$ cat src/rtl/nec_rx_pkg.sv
package nec_rx_pkg;
  typedef enum logic [2:0] {
    SEEK_PULSE,
    SEEK_SPACE,
    BIT_PULSE,
    BIT_SPACE,
    FRAME_FULL,
    FRAME_BAD
  } dec_state_e;
endpackage

$ cat src/rtl/nec_run_fsm.sv
module nec_run_fsm
  import nec_rx_pkg::*;
#(
  parameter int DUR_W          = 7,
  parameter int ACC_W          = 12,
  parameter int LEAD_PRESET    = 80,
  parameter int LEAD_PULSE_MIN = 80,
  parameter int LEAD_SPACE_MIN = 40,
  parameter int BIT_PULSE_MAX  = 26,
  parameter int BIT_SPACE_MID  = 26,
  parameter int BIT_SPACE_MAX  = 53
) (
  input  logic             clk,
  input  logic             rst,
  input  logic             byte_stb,
  input  logic             byte_lvl,
  input  logic [DUR_W-1:0] byte_dur,
  input  logic             pkt_end,
  input  logic             last_slot,
  output logic             bit_stb,
  output logic             bit_val,
  output dec_state_e       st_nx
);
  localparam logic [ACC_W-1:0] PRESET_V = ACC_W'(LEAD_PRESET);
  localparam logic [ACC_W-1:0] LP_MIN   = ACC_W'(LEAD_PULSE_MIN);
  localparam logic [ACC_W-1:0] LS_MIN   = ACC_W'(LEAD_SPACE_MIN);
  localparam logic [ACC_W-1:0] BP_MAX   = ACC_W'(BIT_PULSE_MAX);
  localparam logic [ACC_W-1:0] BS_MID   = ACC_W'(BIT_SPACE_MID);
  localparam logic [ACC_W-1:0] BS_MAX   = ACC_W'(BIT_SPACE_MAX);

  dec_state_e       st;
  logic [ACC_W-1:0] acc, acc_nx, dur_ext, acc_sum;
  logic [ACC_W:0]   sum_wide;

  assign dur_ext  = {{(ACC_W-DUR_W){1'b0}}, byte_dur};
  assign sum_wide = {1'b0, acc} + {1'b0, dur_ext};
  // saturate so very long runs never wrap below a threshold
  assign acc_sum  = sum_wide[ACC_W] ? '1 : sum_wide[ACC_W-1:0];

  always_comb begin
    st_nx   = st;
    acc_nx  = acc;
    bit_stb = 1'b0;
    bit_val = 1'b0;
    if (byte_stb) begin
      case (st)
        SEEK_PULSE: begin
          if (byte_lvl) acc_nx = acc_sum;
          else if (acc > LP_MIN) begin
            st_nx  = SEEK_SPACE;
            acc_nx = dur_ext;
          end else acc_nx = '0;
        end
        SEEK_SPACE: begin
          if (!byte_lvl) acc_nx = acc_sum;
          else if (acc > LS_MIN) begin
            st_nx  = BIT_PULSE;
            acc_nx = dur_ext;
          end else acc_nx = '0;
        end
        BIT_PULSE: begin
          if (byte_lvl) acc_nx = acc_sum;
          else if (acc > BP_MAX) st_nx = FRAME_BAD;
          else begin
            st_nx  = BIT_SPACE;
            acc_nx = dur_ext;
          end
        end
        BIT_SPACE: begin
          if (!byte_lvl) acc_nx = acc_sum;
          else if (acc > BS_MAX) st_nx = FRAME_BAD;
          else begin
            bit_stb = 1'b1;
            bit_val = (acc > BS_MID);
            st_nx   = last_slot ? FRAME_FULL : BIT_PULSE;
            acc_nx  = dur_ext;
          end
        end
        default: ;
      endcase
    end
  end

  always_ff @(posedge clk) begin
    if (rst || pkt_end) begin
      st  <= SEEK_PULSE;
      acc <= PRESET_V;
    end else begin
      st  <= st_nx;
      acc <= acc_nx;
    end
  end

  AST_FRESH_START: assert property (@(posedge clk) disable iff (rst)
    pkt_end |=> (st == SEEK_PULSE));
  AST_BAD_HOLDS: assert property (@(posedge clk) disable iff (rst)
    (st == FRAME_BAD && !pkt_end) |=> (st == FRAME_BAD));
  AST_FULL_HOLDS: assert property (@(posedge clk) disable iff (rst)
    (st == FRAME_FULL && !pkt_end) |=> (st == FRAME_FULL));
endmodule

$ cat src/rtl/nec_bit_collect.sv
module nec_bit_collect #(
  parameter int CODE_W = 32
) (
  input  logic              clk,
  input  logic              rst,
  input  logic              clear,
  input  logic              bit_stb,
  input  logic              bit_val,
  output logic              last_slot,
  output logic [CODE_W-1:0] code_nx
);
  localparam int CNT_W = $clog2(CODE_W + 1);

  logic [CODE_W-1:0] code;
  logic [CNT_W-1:0]  cnt;

  assign last_slot = (cnt == CNT_W'(CODE_W - 1));

  for (genvar g = 0; g < CODE_W; g++) begin : g_slot
    assign code_nx[g] = (bit_stb && cnt == CNT_W'(g)) ? bit_val : code[g];
  end

  always_ff @(posedge clk) begin
    if (rst || clear) begin
      code <= '0;
      cnt  <= '0;
    end else begin
      code <= code_nx;
      if (bit_stb) cnt <= cnt + 1'b1;
    end
  end

  AST_CNT_BOUND: assert property (@(posedge clk) disable iff (rst)
    cnt <= CNT_W'(CODE_W));
  AST_NO_BIT_WHEN_FULL: assert property (@(posedge clk) disable iff (rst)
    (cnt == CNT_W'(CODE_W)) |-> !bit_stb);
endmodule

$ cat src/rtl/nec_frame_check.sv
module nec_frame_check
  import nec_rx_pkg::*;
#(
  parameter int CODE_W  = 32,
  parameter int FIELD_W = 8,
  parameter int CMD_LSB = 16
) (
  input  logic              clk,
  input  logic              rst,
  input  logic              pkt_end,
  input  dec_state_e        st_nx,
  input  logic [CODE_W-1:0] code_nx,
  output logic [CODE_W-1:0] out_code,
  output logic              out_done,
  output logic              out_valid,
  output logic              out_err
);
  logic              bad;
  logic [CODE_W-1:0] result;
  logic              cmp_ok;

  assign bad    = (st_nx == SEEK_PULSE) || (st_nx == SEEK_SPACE) ||
                  (st_nx == FRAME_BAD);
  assign result = bad ? '1 : code_nx;
  assign cmp_ok = ((result[CMD_LSB +: FIELD_W] ^
                    result[CMD_LSB + FIELD_W +: FIELD_W]) == '1);

  always_ff @(posedge clk) begin
    if (rst) begin
      out_code  <= '0;
      out_done  <= 1'b0;
      out_valid <= 1'b0;
      out_err   <= 1'b0;
    end else if (pkt_end) begin
      out_code  <= result;
      out_done  <= 1'b1;
      out_valid <= cmp_ok;
      out_err   <= bad;
    end else begin
      out_done  <= 1'b0;
      out_valid <= 1'b0;
      out_err   <= 1'b0;
    end
  end

  AST_ERR_NOT_VALID: assert property (@(posedge clk) disable iff (rst)
    (out_done && out_err) |-> !out_valid);
  AST_DONE_FOLLOWS_END: assert property (@(posedge clk) disable iff (rst)
    pkt_end |=> out_done);
  AST_QUIET_IDLE: assert property (@(posedge clk) disable iff (rst)
    !out_done |-> (!out_err && !out_valid));
endmodule

$ cat src/rtl/nec_run_decoder.sv
module nec_run_decoder
  import nec_rx_pkg::*;
#(
  parameter int DUR_W          = 7,
  parameter int ACC_W          = 12,
  parameter int CODE_W         = 32,
  parameter int FIELD_W        = 8,
  parameter int CMD_LSB        = 16,
  parameter int LEAD_PRESET    = 80,
  parameter int LEAD_PULSE_MIN = 80,
  parameter int LEAD_SPACE_MIN = 40,
  parameter int BIT_PULSE_MAX  = 26,
  parameter int BIT_SPACE_MID  = 26,
  parameter int BIT_SPACE_MAX  = 53
) (
  input  logic              clk,
  input  logic              rst,
  input  logic              in_valid,
  output logic              in_ready,
  input  logic [DUR_W:0]    in_data,
  input  logic              in_pkt_end,
  output logic [CODE_W-1:0] out_code,
  output logic              out_done,
  output logic              out_valid,
  output logic              out_err
);
  logic              byte_stb, bit_stb, bit_val, last_slot;
  logic [CODE_W-1:0] code_nx;
  dec_state_e        st_nx;

  always_ff @(posedge clk) begin
    if (rst) in_ready <= 1'b0;
    else     in_ready <= 1'b1;
  end

  assign byte_stb = in_valid && in_ready;

  nec_run_fsm #(
    .DUR_W(DUR_W), .ACC_W(ACC_W), .LEAD_PRESET(LEAD_PRESET),
    .LEAD_PULSE_MIN(LEAD_PULSE_MIN), .LEAD_SPACE_MIN(LEAD_SPACE_MIN),
    .BIT_PULSE_MAX(BIT_PULSE_MAX), .BIT_SPACE_MID(BIT_SPACE_MID),
    .BIT_SPACE_MAX(BIT_SPACE_MAX)
  ) u_fsm (
    .clk(clk), .rst(rst), .byte_stb(byte_stb),
    .byte_lvl(in_data[DUR_W]), .byte_dur(in_data[DUR_W-1:0]),
    .pkt_end(in_pkt_end), .last_slot(last_slot),
    .bit_stb(bit_stb), .bit_val(bit_val), .st_nx(st_nx)
  );

  nec_bit_collect #(.CODE_W(CODE_W)) u_collect (
    .clk(clk), .rst(rst), .clear(in_pkt_end), .bit_stb(bit_stb),
    .bit_val(bit_val), .last_slot(last_slot), .code_nx(code_nx)
  );

  nec_frame_check #(.CODE_W(CODE_W), .FIELD_W(FIELD_W), .CMD_LSB(CMD_LSB)) u_check (
    .clk(clk), .rst(rst), .pkt_end(in_pkt_end), .st_nx(st_nx),
    .code_nx(code_nx), .out_code(out_code), .out_done(out_done),
    .out_valid(out_valid), .out_err(out_err)
  );

  AST_READY_AFTER_RESET: assert property (@(posedge clk) disable iff (rst)
    $past(!rst) |-> in_ready);
endmodule

$ cat config.mk
export PLATFORM = sky130hd
export DESIGN_NAME = nec_run_decoder
export DESIGN_NICKNAME = d
export VERILOG_FILES = /design/src/rtl/nec_rx_pkg.sv /design/src/rtl/nec_run_fsm.sv /design/src/rtl/nec_bit_collect.sv /design/src/rtl/nec_frame_check.sv /design/src/rtl/nec_run_decoder.sv
export SDC_FILE = /design/constraint.sdc
export NUM_CORES = 1
export LEC_CHECK = 0
export BUFFER_PORTS_ARGS = -buffer_cell sky130_fd_sc_hd__buf_4
export CORE_ASPECT_RATIO = 1.1
export CORE_UTILIZATION = 50
export CTS_CLUSTER_DIAMETER = 120
export CTS_CLUSTER_SIZE = 10
export DETAILED_ROUTE_END_ITERATION = 8
export GPL_ROUTABILITY_DRIVEN = 0
export MAX_ROUTING_LAYER = met4
export PLACE_DENSITY_LB_ADDON = 0.2
export REMOVE_ABC_BUFFERS = 1
export SLEW_MARGIN = 30
export SYNTH_ARGS = -nofsm -noshare
export SYNTH_HDL_FRONTEND = slang
export SYNTH_SLANG_ARGS = --single-unit
$ cat constraint.sdc
create_clock -name clk -period 3.7 [get_ports clk]
set_clock_uncertainty 0.15 [all_clocks]
set_input_delay 0 -clock clk [delete_from_list [all_inputs] [get_ports clk]]
set_output_delay 0 -clock clk [all_outputs]
set_load 0.05 [all_outputs]
; ---- Word level (Yosys, flattened, before mapping)
; Index checks and enable logic that the tools add are counted.
[classes]
eq_ne = 39
bitwise_logic = 2
n_addsub = 2
magnitude_cmp = 4
n_reduce_logical = 42
muxes = 64
[ops]
columns = op, count
row1 = "equality test 6 x 5 -> 1 bit, second input constant", 16
row2 = two-way mux 12 bit, 7
row3 = "equality test 6 x 4 -> 1 bit, second input constant", 8
row4 = one-hot mux 12 bit (4 select lines), 1
row5 = two-way mux 1 bit, 42
row6 = logical AND 1 bit, 33
row7 = two-way mux 32 bit, 1
row8 = two-way mux 3 bit, 10
row9 = "equality test 6 x 3 -> 1 bit, second input constant", 4
row10 = "> comparator 12 x 6 -> 1 bit, second input constant", 2
row11 = two-way mux 7 bit, 2
row12 = adder 12 x 7 -> 13 bit, 1
row13 = "equality test 6 x 2 -> 1 bit, second input constant", 2
row14 = "> comparator 12 x 5 -> 1 bit, second input constant", 1
row15 = "> comparator 12 x 7 -> 1 bit, second input constant", 1
row16 = one-hot mux 3 bit (4 select lines), 1
row17 = "equality test 8 bit, second input constant", 1
row18 = bitwise XOR 8 bit, 1
row19 = "adder 6 x 1 -> 6 bit, second input constant", 1
row20 = "equality test 3 x 1 -> 1 bit, second input constant", 2
row21 = "equality test 3 x 2 -> 1 bit, second input constant", 2
row22 = "equality test 6 x 1 -> 1 bit, second input constant", 1
row23 = logical NOT 3 bit, 2
row24 = logical NOT 6 bit, 1
row25 = other kinds (7), 10
[word_totals]
output_inout_bits = 36
in_bits = 12
reg_bits = 89
word_cells = 162

; ---- Logic depth before layout (Yosys ltp)
[depth]
word_depth = 12
ltp_mapped = 11
ltp_nobuf = 10

; ---- Modules after synthesis
; A second synthesis with hierarchy kept.
[hier_totals]
hier_cells = 567
area_unflattened_um2 = 4962.3
[modules_own_cells]
columns = module, instances, cells_per_inst, area_per_inst_um2, seq_area_each_um2
row1 = nec_bit_collect, 1, 228, 2168.3, 760.7
row2 = nec_frame_check, 1, 158, 1421.4, 700.7
row3 = nec_run_fsm, 1, 178, 1342.5, 300.3
row4 = nec_run_decoder, 1, 3, 30.0, 20.0

; ---- Least setup slack after synthesis
; OpenSTA, ideal clock, no wires.
[synth_timing]
path_kind = reg-to-reg
startpoint = register u_fsm.acc[7]
endpoint = register u_check.out_code[5]
setup_slack_ns = 1.053
synth_period_minus_slack_ns = 2.647
setup_ns = 0.088
required_time_ns = 3.462
path_stages_with_launch = 11
n_path_buf = 3
arrival_time_ns = 2.409
path_cell_list = dfxtp_1 -> nor4_4 -> o211a_1 -> a21oi_2 -> a311o_1 -> and4_4 -> buf_6 -> or2_1 -> buf_6 -> buf_6 -> a311oi_2
[synth_via]
elab_chain_len = 9
word_cells_on_any_way = 30
cone_classes = order compare: 4 / eq/ne: 2 / mux: 20 / reduce/logical: 4
[synth_rtl]
columns = element, line
row1 = from (decl), nec_run_fsm.sv:32  ; logic [ACC_W-1:0] acc, acc_nx, dur_ext, acc_sum;
row2 = from (signal assigned), nec_run_fsm.sv:90  ; acc <= acc_nx;
row3 = "> comparator 12 x 6 -> 1 bit, or another cell as far along", nec_run_fsm.sv:71  ; else if (acc > BS_MAX) st_nx = FRAME_BAD;
row4 = two-way mux 3 bit (on tied branches) (2 in series), n/a
row5 = one-hot mux 3 bit (4 select lines), nec_run_fsm.sv:46  ; case (st)
row6 = two-way mux 3 bit, nec_run_fsm.sv:45  ; if (byte_stb) begin
row7 = equality test 3 x 1 -> 1 bit or logical NOT 3 bit (tied branches), nec_frame_check.sv:22  ; assign bad = (st_nx == SEEK_PULSE) || (st_nx == SEEK_SPACE) ||
row8 = logical OR 1 bit (2 in series), nec_frame_check.sv:22
row9 = two-way mux 32 bit *, nec_frame_check.sv:24  ; assign result = bad ? '1 : code_nx;
row10 = to (signal assigned), nec_frame_check.sv:35  ; out_code <= result;
row11 = to (decl), nec_frame_check.sv:13  ; output logic [CODE_W-1:0] out_code,
; Mark *: on every way between the ends. The rest lies on a longest branch, timed or not.
; A chain may end at the register's enable or synchronous reset.

; ---- Worst setup path in the final report
[layout_timing]
startpoint = register u_fsm.acc[0]
endpoint = register u_fsm.acc[6]
[layout_via]
elab_chain_len = 4
word_cells_on_any_way = 16
cone_classes = add/sub: 1 / order compare: 4 / eq/ne: 2 / mux: 8 / reduce/logical: 1
[layout_rtl]
columns = element, line
row1 = "adder 12 x 7 -> 13 bit, or another cell as far along", nec_run_fsm.sv:36  ; assign sum_wide = {1'b0, acc} + {1'b0, dur_ext};
row2 = "two-way mux 12 bit, or another cell as far along", nec_run_fsm.sv:38  ; assign acc_sum = sum_wide[ACC_W] ? '1 : sum_wide[ACC_W-1:0];
row3 = two-way mux 12 bit (on tied branches), n/a
row4 = one-hot mux 12 bit (4 select lines), nec_run_fsm.sv:46
; Several ways; a longest one is shown, not always the timed one.

==> impl_metrics.csv <==
group,metric,value,unit
status,status,"finished, final reports clean",
sta,timing.final.ws_setup,0.374,ns
cts,clkTransAtPathRegs,0.10,ns
synthesis,synth.distinct_cells,55,
sta,drv_slew,0,
cts,numClockSinks,89,
critical_path,reg2reg_slack,0.37,ns
cts,cts_made_buffers,9,
power,internal_power,0.00152,W
synthesis,ys_seq_area_share,38.2,%
sta,tns,0,ns
critical_path,end_kind,"flip-flop",
global_route,grt_use_met1,29.5,%
global_route,track_usage,24.7,%
global_route,gr-usage-met3,3.51,%
synthesis,synth_commonest_cells,"nor2_1 (100), dfxtp_1 (89), o21ai_0 (41)",
synthesis,synth_area_leaders,"dfxtp_1 (38%), nor2_1 (8.0%), mux2i_1 (7.3%)",
synthesis,synth.most_common_cell,"nor2_1",
floorplan,ios,48,
floorplan,dieArea,9720,sq um
sta,rsz0062_at_grt,"no",
synthesis,synth_top_area_cell,"dfxtp_1",
critical_path,path_buf_inv,2,
critical_path,crit_required,3.84,ns
global_route,grt_max_degree,52,
floorplan,die_height,103,um
run,maxCapViolations,0,
critical_path,crit_top_cell,"o31a_1",
power,clkPwrFrac,35.8,%
critical_path,reg2regPathDepth,11,
sta,period_needed,3.33,ns
drt,wire_per_inst,15.9,um
critical_path,critPathTopFamily,"compound AO/OA/AOI/OAI gates",
drt,avgViaCountPerCell,5.90,
synthesis,ys_ff_latch,89,
global_route,antenna_found_initial,0,
synthesis,synth.avg_cell_area,8.72,sq um
global_route,grt_first_pass_wirelength,18.6,mm
power,p_leak,1.96,nW
synthesis,synth_ff_type,"dfxtp_1",
min_path,worstHoldEndpoint,"u_fsm.acc[2]",
sta,setup_viol,0,
power,ir_drop,261,uV
cells_and_area,drive_gt1_share,17.9,%
place,dp_cells,669,
drt,route.vias.total,4097,
global_route,grt_pass1_vias,3960,
critical_path,path_max_fanout,21,
critical_path,rr_startpoint,"u_fsm.acc[0]",
cts,cts_tree,"yes",
power,p_sw_share,28.3,%
cells_and_area,area.growth.synth_to_final,15.5,%
power,combPwrFrac,16.5,%
cells_and_area,final_cells,694,
cts,clockRootBuffer,"clkbuf_8",
synthesis,synth_top_area_share,38.2,%
critical_path,slowest_stage,"dlygate4sd3_1",
global_route,grt_use_met2,42.3,%
sta,finalHoldViolations,0,
drt,firstDrtPassIters,4,
cts,post_cts_buffers,0,
synthesis,syn-cell-area,4660,sq um
critical_path,crit_type,"flip-flop to flip-flop",
min_path,hold_depth,3,
floorplan,initial_utilization,52.0,%
power,switchingPower,0.000600,W
critical_path,max_stage_delay,0.53,ns
power,p_seq_share,47.6,%
sta,max_slew_margin,38.8,%
floorplan,dieWidth,94.1,um
global_route,busiest_layer,"met2",
critical_path,cp.arrival,3.47,ns
sta,min_period_over_period,89.9,%
cells_and_area,nets,600,
synthesis,synth-edff-count,0,
place,io_buffers,47,
cts,htree_levels,3,
drt,drcViolationCount,0,
critical_path,crit_chain,"ha_1 -> inv_1 -> fa_1 -> nor2b_1 -> o31a_1 -> o31a_1 -> o21a_2 -> o21ai_0 -> a32oi_1 -> o32a_1 -> dlygate4sd3_1",
synthesis,ys_async_sr_fraction,0,%
sta,tightest_slew,0.917,ns
drt,detail_route.iter0.violations,168,
floorplan,rows,36,
global_route,grt_overflow,0,
critical_path,r2r-end,"u_fsm.acc[6]",
sta,fmax,301,MHz
cells_and_area,antennaDiodeCount,0,
place,place_hpwl,7.52,mm
power,powerDensity,394,nW/um^2
min_path,hp-class,"input pin to flip-flop",
synthesis,synth_cells,535,
floorplan,core_region_area,8960,sq um
synthesis,ys_warn_count,0,
min_path,min-delay-start,"in_data[7]",
cts,clockBufferDepth,2,
place,dp_slack,0.727,ns
drt,routed_wl,11.1,mm
cts,clk_latency,0.36,ns
critical_path,worstSetupStartpointType,"flip-flop",
drt,final_antenna_net_count,0,
-- worst max-delay path by stage --
stage / start / to / cells after the start
floorplan: u_fsm.acc[7] / u_check.out_code[10] / 7
global placement: u_fsm.acc[7] / u_check.out_valid / 7
detailed placement: u_fsm.acc[0] / u_fsm.acc[5] / 10
CTS: u_fsm.acc[0] / u_fsm.acc[6] / 11
global route: u_fsm.acc[0] / u_fsm.acc[6] / 11
finish: u_fsm.acc[0] / u_fsm.acc[6] / 11
-- power by group through the flow --
stage	combinational, W	sequential [W]	clock, W
5_1_grt	0.000376	0.00102	0.000814
3_5_place_dp	0.000343	0.00103	0
3_3_place_gp	0.000338	0.00103	0
6_report	0.000351	0.00101	0.000760
2_1_floorplan	0.000125	0.00113	0
4_1_cts	0.000351	0.00101	0.000773
-- metrics by stage --
step                      hold slack, ns  cell area (sq um)  power [W]  utilization [%]
after floorplan                  -0.0821               4500    0.00126                -
after global placement             0.173               5050    0.00137             56.4
after detailed placement           0.207               5060    0.00138             56.4
after CTS                         0.0461               5390    0.00214             60.1
after global routing              0.0853               5390    0.00221             60.1
final                             0.0647               5390    0.00212             60.1
-- sequential cells by signal, indices dropped and copies added, names as in the netlist --
signal / count
u_check.out_done: 1
u_fsm.acc: 12
u_check.out_valid: 1
u_fsm.st: 3
in_ready: 1
u_collect.code: 32
u_check.out_err: 1
u_collect.cnt: 6
u_check.out_code: 32
-- worst min-delay path, stage by stage --
cell and delay [ns]:
buf_4 0.20, a32oi_1 0.12, o221a_2 0.22
-- timing repair --
item,4_1_cts,5_1_grt
gates resized for setup,0,1
endpoints found under the hold margin,32,0
hold buffers,10,0
endpoints found under the setup margin,0,2
-- cells by family after synthesis --
group                    count (synthesis)  synth area share [%]
multiplexers                            34                  7.30
XOR/XNOR                                16                  3.00
adder cells (fa/ha/maj)                 12                  3.38
AO/OA/AOI/OAI                          149                  24.7
buffers and inverters                   48                  4.51
AND/OR/NAND/NOR                        187                  18.9
flip-flops                              89                  38.2
-- cells in the final DEF (no fill, tap or decap), types with 10 or more instances in the layout --
cell type	instances
dfxtp_1	89
a311oi_2	19
a21oi_1	30
clkbuf_8	11
nand2_1	25
mux2i_1	34
buf_4	55
ha_1	11
dlygate4sd3_1	10
inv_1	11
nor2_1	100
o21ai_0	41
-- metal layers --
| metal | share of wire, % | vias up | routed length [um] |
|---|---|---|---|
| met4 | 2.3 | 0 | 250 |
| met2 | 50 | 94 | 5500 |
| li1 | - | 2025 | - |
| met1 | 44 | 1954 | 4870 |
| met3 | 4.0 | 24 | 441 |
| met5 | 0 | - | 0 |
-- area by class of cell --
cell class	instances	area (sq um)
Sequential cell	89	1780
Fill cell	796	3570
Inverter	12	45.0
Clock buffer	11	151
Multi-Input combinational cell	398	2670
Clock inverter	4	76.3
Tap cell	114	143
Timing Repair Buffer	66	518
Note: power is estimated with default switching activity, not from simulation.
